<file path="src/rtl/ocp_pkg.sv">
package ocp_pkg;

    typedef enum logic [1:0] {
        ST_IDLE    = 2'd0,
        ST_DRIVE   = 2'd1,
        ST_TRIPPED = 2'd2,
        ST_HOLD    = 2'd3
    } ocp_state_e;

    function automatic int unsigned max4(input int unsigned a, input int unsigned b,
                                         input int unsigned c, input int unsigned d);
        int unsigned m;
        m = a;
        if (b > m) m = b;
        if (c > m) m = c;
        if (d > m) m = d;
        return m;
    endfunction

endpackage

</file>
<file path="src/rtl/ocp_persist_cnt.sv">
module ocp_persist_cnt #(
    parameter int unsigned W = 8
) (
    input  logic         clk,
    input  logic         rst_n,
    input  logic         clr,
    input  logic         tick,
    input  logic         cond,
    input  logic [W-1:0] limit,
    output logic         expired
);

    logic [W-1:0] cnt_q;

    always_ff @(posedge clk or negedge rst_n) begin
        if (!rst_n) begin
            cnt_q <= '0;
        end else if (clr || !cond) begin
            cnt_q <= '0;
        end else if (tick && (cnt_q < limit)) begin
            cnt_q <= cnt_q + 1'b1;
        end
    end

    assign expired = cond && !clr && (cnt_q >= limit);

endmodule

</file>
<file path="src/rtl/ocp_fsm.sv">
module ocp_fsm
    import ocp_pkg::*;
(
    input  logic clk,
    input  logic rst_n,
    input  logic en_req,
    input  logic hi_exp,
    input  logic lo_exp,
    input  logic tmo_dis,
    output logic gate_on,
    output logic flt_lo,
    output logic flt_hi
);

    ocp_state_e state_q, state_d;
    logic       trip_hi, trip_lo, trip_any;
    logic       flt_lo_q, flt_hi_q;

    assign trip_hi  = hi_exp;
    assign trip_lo  = lo_exp && !tmo_dis;
    assign trip_any = trip_hi || trip_lo;

    // State register
    always_ff @(posedge clk or negedge rst_n) begin
        if (!rst_n) begin
            state_q <= ST_IDLE;
        end else begin
            state_q <= state_d;
        end
    end

    // Next-state logic
    always_comb begin
        state_d = state_q;
        unique case (state_q)
            ST_IDLE: begin
                if (en_req) state_d = ST_DRIVE;          // ENABLE
            end
            ST_DRIVE: begin
                if (trip_any)     state_d = ST_TRIPPED;  // TRIP
                else if (!en_req) state_d = ST_IDLE;     // DISABLE
            end
            ST_TRIPPED: begin
                if (!en_req) state_d = ST_HOLD;          // WAIT_LOW
            end
            ST_HOLD: begin
                if (en_req) state_d = ST_DRIVE;          // REARM
            end
            default: state_d = ST_IDLE;
        endcase
    end

    // Sticky fault flags
    always_ff @(posedge clk or negedge rst_n) begin
        if (!rst_n) begin
            flt_lo_q <= 1'b0;
            flt_hi_q <= 1'b0;
        end else begin
            unique case (state_q)
                ST_DRIVE: begin
                    if (trip_hi) flt_hi_q <= 1'b1;
                    if (trip_lo) flt_lo_q <= 1'b1;
                end
                ST_HOLD: begin
                    if (en_req) begin
                        flt_hi_q <= 1'b0;
                        flt_lo_q <= 1'b0;
                    end
                end
                default: begin
                    flt_hi_q <= flt_hi_q;
                    flt_lo_q <= flt_lo_q;
                end
            endcase
        end
    end

    // Outputs
    always_comb begin
        gate_on = (state_q == ST_DRIVE);
        flt_lo  = flt_lo_q;
        flt_hi  = flt_hi_q;
    end

endmodule

</file>
<file path="src/rtl/ocp_guard.sv">
module ocp_guard
    import ocp_pkg::*;
#(
    parameter int unsigned BLANK_T0 = 150,
    parameter int unsigned BLANK_T1 = 1200,
    parameter int unsigned BLANK_T2 = 10000,
    parameter int unsigned BLANK_T3 = 155000,
    parameter int unsigned HI_FILT  = 4,
    parameter int unsigned OL_DEB   = 64
) (
    input  logic       clk,
    input  logic       rst_n,
    input  logic       tick,
    input  logic       en_req,
    input  logic       oc_hi,
    input  logic       oc_lo,
    input  logic       ol_det,
    input  logic [1:0] blank_sel,
    input  logic       tmo_dis,
    input  logic       ol_dis,
    output logic       gate_on,
    output logic       flt_lo,
    output logic       flt_hi,
    output logic       flt_ol
);

    localparam int unsigned LIM_MAX = max4(max4(BLANK_T0, BLANK_T1, BLANK_T2, BLANK_T3),
                                           HI_FILT, OL_DEB, 1);
    localparam int unsigned CW      = $clog2(LIM_MAX + 1);
    localparam int unsigned NSEL    = 4;

    localparam logic [CW-1:0] BLANK_TBL [NSEL] = '{
        CW'(BLANK_T0), CW'(BLANK_T1), CW'(BLANK_T2), CW'(BLANK_T3)
    };

    logic          drive_off;
    logic          lo_exp, hi_exp, ol_exp;
    logic [CW-1:0] blank_lim;

    assign drive_off = !gate_on;
    assign blank_lim = BLANK_TBL[blank_sel];

    ocp_persist_cnt #(.W(CW)) u_lo_blank (
        .clk    (clk),
        .rst_n  (rst_n),
        .clr    (drive_off),
        .tick   (tick),
        .cond   (oc_lo),
        .limit  (blank_lim),
        .expired(lo_exp)
    );

    ocp_persist_cnt #(.W(CW)) u_hi_filt (
        .clk    (clk),
        .rst_n  (rst_n),
        .clr    (drive_off),
        .tick   (tick),
        .cond   (oc_hi),
        .limit  (CW'(HI_FILT)),
        .expired(hi_exp)
    );

    ocp_persist_cnt #(.W(CW)) u_ol_deb (
        .clk    (clk),
        .rst_n  (rst_n),
        .clr    (drive_off),
        .tick   (tick),
        .cond   (ol_det),
        .limit  (CW'(OL_DEB)),
        .expired(ol_exp)
    );

    ocp_fsm u_fsm (
        .clk    (clk),
        .rst_n  (rst_n),
        .en_req (en_req),
        .hi_exp (hi_exp),
        .lo_exp (lo_exp),
        .tmo_dis(tmo_dis),
        .gate_on(gate_on),
        .flt_lo (flt_lo),
        .flt_hi (flt_hi)
    );

    assign flt_ol = ol_exp && !ol_dis;

endmodule

</file>
<file path="config.mk">
export PLATFORM = sky130hd
export DESIGN_NAME = ocp_guard
export DESIGN_NICKNAME = d
export VERILOG_FILES = /design/src/rtl/ocp_pkg.sv /design/src/rtl/ocp_persist_cnt.sv /design/src/rtl/ocp_fsm.sv /design/src/rtl/ocp_guard.sv
export SDC_FILE = /design/constraint.sdc
export NUM_CORES = 1
export LEC_CHECK = 0
export ABC_AREA = 1
export BUFFER_PORTS_ARGS = -buffer_cell sky130_fd_sc_hd__buf_2
export CAP_MARGIN = 20
export CORE_MARGIN = 2
export CORE_UTILIZATION = 66
export DETAILED_ROUTE_END_ITERATION = 7
export GPL_TIMING_DRIVEN = 0
export PLACE_DENSITY = 0.95
export SLEW_MARGIN = 0
export SYNTH_ARGS = -nofsm -noshare
export SYNTH_HDL_FRONTEND = slang
export SYNTH_SLANG_ARGS = --single-unit
</file>
<file path="constraint.sdc">
create_clock -name clk -period 2.7 [get_ports clk]
set_input_delay 0.27 -clock clk [delete_from_list [all_inputs] [get_ports clk]]
set_output_delay 0.27 -clock clk [all_outputs]
set_load 0.02 [all_outputs]
</file>
; Yosys cells after proc, flatten, opt, wreduce, memory -nomap -nowiden
; Index checks and enable logic that the tools add are counted.
[op_classes]
n_addsub = 3
order_cmp = 7
n_eq_ne = 9
n_mux = 19
bitwise_logic = 1
reduce_logical = 30
[ops]
columns = cell, n
row1 = $mux W18, 8
row2 = $add A18 B1 Y18 const B, 3
row3 = $bmux W18 S2, 1
row4 = $ge A18 B18 Y1, 1
row5 = $ge A18 B3 Y1 const B, 1
row6 = $ge A18 B7 Y1 const B, 1
row7 = $lt A18 B18 Y1, 1
row8 = $lt A18 B3 Y1 const B, 1
row9 = $lt A18 B7 Y1 const B, 1
row10 = $logic_and A1 B1 Y1, 11
row11 = $reduce_and A3 Y1, 3
row12 = $mux W2, 4
row13 = $reduce_bool A2 Y1, 4
row14 = $logic_not A1 Y1, 6
row15 = $ne A2 B1 Y1 const B, 3
row16 = $pmux W2 S3, 1
row17 = $eq A2 B2 Y1 const B, 2
row18 = $logic_or A1 B1 Y1, 4
row19 = $ne A2 B2 Y1 const B, 2
row20 = $pmux W1 S2, 2
row21 = $ge A3 B3 Y1 const B, 1
row22 = $mux W1, 3
row23 = $ne A3 B2 Y1 const B, 1
row24 = $not A2 Y3, 1
row25 = 3 further kinds, 3
[word_totals]
ff_bits = 58
elab_cells = 75

; Logic depth before layout (Yosys ltp)
[depth]
ltp_word = 10
ltp_mapped = 16
ltp_nobuf = 16

; Cells and area by module
; From an unflattened synthesis, not the netlist that was laid out.
[unflattened]
cells_unflattened = 823
hier_area_um2 = 5800.6
[by_module_without_submodules]
columns = mod, instances, cells_per_inst, area_per_inst_um2, seq_area_each_um2
row1 = ocp_persist_cnt, 3, 256, 1818.0, 450.4
row2 = ocp_fsm, 1, 43, 299.0, 100.1
row3 = ocp_guard, 1, 12, 47.5, 0.0

; Worst setup path before layout
; OpenSTA, ideal clock, no wires.
[synth_path]
path_kind = register to output
start = reg u_fsm.state_q[1]
end = out flt_ol
t_arrival_ns = 1.645
required_ns = 2.430
path_slack_ns = 0.785
stages_incl_launch_ff = 8
path_cell_list = dfrtp_1 inv_1 ha_1 clkbuf_1 nand2_1 inv_1 nand2_1 nor2_1
[synth_between]
elab_chain_cells = 4
[synth_rtl]
columns = element, line
row1 = "start, declared", ocp_fsm.sv:15  ; ocp_state_e state_q, state_d;
row2 = "start signal, assigned", ocp_fsm.sv:28  ; state_q <= state_d;
row3 = $eq A2 B1 Y1, ocp_fsm.sv:80  ; gate_on = (state_q == ST_DRIVE);
row4 = net gate_on, ocp_guard.sv:21  ; output logic gate_on,
row5 = $logic_and A1 B1 Y1 (2 in a row), ocp_persist_cnt.sv:25  ; assign expired = cond && !clr && (cnt_q >= limit);
row6 = $logic_and A1 B1 Y1, ocp_guard.sv:85  ; assign flt_ol = ol_exp && !ol_dis;
row7 = "end, declared", ocp_guard.sv:24  ; output logic flt_ol
; The timed path passes the listed nets, and every way through them passes these cells.

; Worst setup path in the final report
[layout_path]
start = reg u_fsm.state_q[1]
end = out flt_ol
[layout_between]
elab_chain_cells = 4
[layout_rtl]
columns = element, line
row1 = $eq A2 B1 Y1, ocp_fsm.sv:80
row2 = $logic_and A1 B1 Y1 (2 in a row), ocp_persist_cnt.sv:25
row3 = $logic_and A1 B1 Y1, ocp_guard.sv:85
; Every way passes these cells.

==> results.ini <==
[timing]
finClkSkew_ns=0.00809
fmax_ghz=0.417
setup_viol=0
maxSlewHeadroom_pct=61.9
min_period_over_period_pct=88.9
timing.setup.tns_ns=0
finalMaxSlewViolations=0
finalHoldViolations=0
tightest_slew_ns=0.571
period_minus_slack_ns=2.40
rsz0062_at_grt=false

[place]
dp_cells=475
place_congestion=0.936
dp_hpwl_um=4740
portBuffers=14

[yosys]
synth.avg_cell_area_sq_um=8.21
synth_seq_cells=58
ys_types=29
netlist_instances=393
syn-cell-area_sq_mm=0.00323
ys_seq_area_share_pct=45.0
syn_nets=426
ys_warn_count=0

[die]
io-pin-count=15
die_w_um=73.9
start_util_pct=68.3
rows=25
core_area_sq_mm=0.00472
die-area_sq_mm=0.00546
die_h_um=73.9

[clock_network]
cts_max_path_buffers=2
cts_tree=done
cts.sinks=58
cts_buffers=9
hold_buffers=1
cts_setup_buffers=0
htreeDepth=3
clk_latency_ns=0.34
cts_resized=0
cts_root_buf=clkbuf_8
cts.clk_slew.worst_paths_ns=0.06

[setup_path]
cp_cell_sequence=inv_1, ha_1, clkbuf_1, nand2_1, inv_1, nand2_1, nor2_1, buf_2
worstSetupEndpointType=output port
cpPeakStageDelay_ns=0.42
cpLargestDelayFamily=buffers and inverters
critPathRequiredTime_ns=2.43
path_buf_inv=4
critical_path_class=reg -> out
critPathLaunchType=flip-flop
crit_path_max_fanout=9
timing.reg2reg.setup_slack_ns=0.53
critPathSlowestCell=dfrtp_1
arrival_ns=2.13

[layout]
fin_nets=453
syn_to_final_growth_pct=12.8
regArea_sq_mm=0.00145
layout_common_cells=78 x nand2_1, 66 x inv_1, 58 x dfrtp_1, 56 x nor2_1, 22 x ha_1
multi_input_area_sq_mm=0.00149
layout.cells.non_filler=492
nFillCells=318
drive_gt1_share_pct=10.6
postLayoutCoreUtil_pct=77.0
antenna_cells=0
layout_commonest_cell=nand2_1

[detailed_routing]
detail_route.drc_violations=0
first_iter_violations=203
via_per_inst=5.44
drtPass1Iterations=4
wire_per_inst_um=13.4
antenna_left=0
finalWirelength_um=6600
routed-via-count=2677

[power_and_ir_drop]
p_leak_nw=1.76
ir_drop_v=0.000620
p_per_area_mw_per_mm2=602

[grt]
first_global_vias=2625
grt_first_pass_wirelength_um=11200
antenna_found_initial=0
track_usage_pct=27.5
grt_max_degree=35
overflow=0

[run_status]
status=finished clean

[run]
drv_cap=0

[worst_hold_path]
hold_path_class=in -> reg

Yosys cell counts:
library cell   n  area, sq um
buf_6          2         22.5
nand3_2        3         30.0
nor2_4         1         11.3
nand2_1       78          293
ha_1          22          275
mux2i_1        1         10.0
nand2_4        1         11.3
nand3_1       21          105
and2_1         1         6.26
nor4_1         3         18.8
o31ai_1       12         90.1
dfrtp_1       58         1450
o21ai_0       17         85.1
a21o_1         1         7.51
nand4_1       12         75.1
inv_4          1         6.26
a21oi_4        1         16.3
nor3b_1        2         15.0
nand4_4        1         21.3
nor2_2         1         6.26
nor3_1         6         30.0
nand2_2        3         18.8
or2_2          1         6.26
nor2_1        56          210
clkbuf_1       3         11.3
a21oi_1        6         30.0
xor2_1         8         70.1
inv_1         66          248
xnor2_1        5         43.8
through the flow:
stage	total power, mW	hold slack [ns]	cell area, sq um	setup WS [ns]
after floorplan	1.18	-0.0256	3230	0.785
after global placement	1.27	0.450	3380	0.532
after detailed placement	1.30	0.284	3400	0.410
after CTS	2.20	0.300	3640	0.290
after global routing	2.30	0.350	3640	0.165
final	2.19	0.306	3640	0.301
final cells by class:
cell class,count,share of cell area (%)
Buffer,5,0.928
Clock buffer,12,4.26
Clock inverter,4,2.03
Inverter,67,6.98
Multi-Input combinational cell,263,40.9
Sequential cell,58,39.9
Tap cell,67,2.30
Timing Repair Buffer,16,2.75
kinds of logic after synthesis:
kind of cell    after synthesis  synth area share [%]
fa+ha+maj                    22                  8.53
compound gates               37                  7.10
buf+inv                      72                  8.92
flops                        58                  45.0
mux                           1                 0.310
xor+xnor                     13                  3.53
simple gates                190                  26.6
state kept, by name, indices dropped and copies added (netlist names):
register,count
u_fsm.state_q,2
u_fsm.flt_hi,1
u_ol_deb.cnt_q,18
u_lo_blank.cnt_q,18
u_fsm.flt_lo,1
u_hi_filt.cnt_q,18
final timing paths:
check,cells after the start,end,start
max in group asynchronous,3,u_hi_filt.cnt_q[9],rst_n
hold / removal,4,u_fsm.state_q[0],en_req
min in group asynchronous,2,u_lo_blank.cnt_q[5],rst_n
setup / recovery,8,flt_ol,u_fsm.state_q[1]
setup reg to reg,12,u_lo_blank.cnt_q[14],u_lo_blank.cnt_q[11]
hold reg to reg,2,u_fsm.flt_hi,u_fsm.flt_hi
routing by layer:
layer,vias up,track usage [%],part of all wire (%)
met5,-,0,0
met2,79,48.6,51
met4,0,10.5,3.5
met3,28,9.05,5.1
li1,1311,-,-
met1,1259,30.5,40
worst register-to-register path: stages, from the launching register on:
cell     delay, ns
dfrtp_1       0.49
ha_1          0.36
nand2_1       0.06
nand2_1       0.04
nand2_1       0.05
nand2_1       0.08
a21oi_4       0.19
nand4_4       0.22
nand2_4       0.17
inv_4         0.06
buf_6         0.14
nand2_1       0.08
o31ai_1       0.08
report_power, final:
part           internal (mW)  total [mW]  switching, mW
logic                 0.0971       0.350          0.253
registers              0.903       0.935         0.0316
clock network          0.570       0.905          0.335
Power figures use the tool's default switching activity.
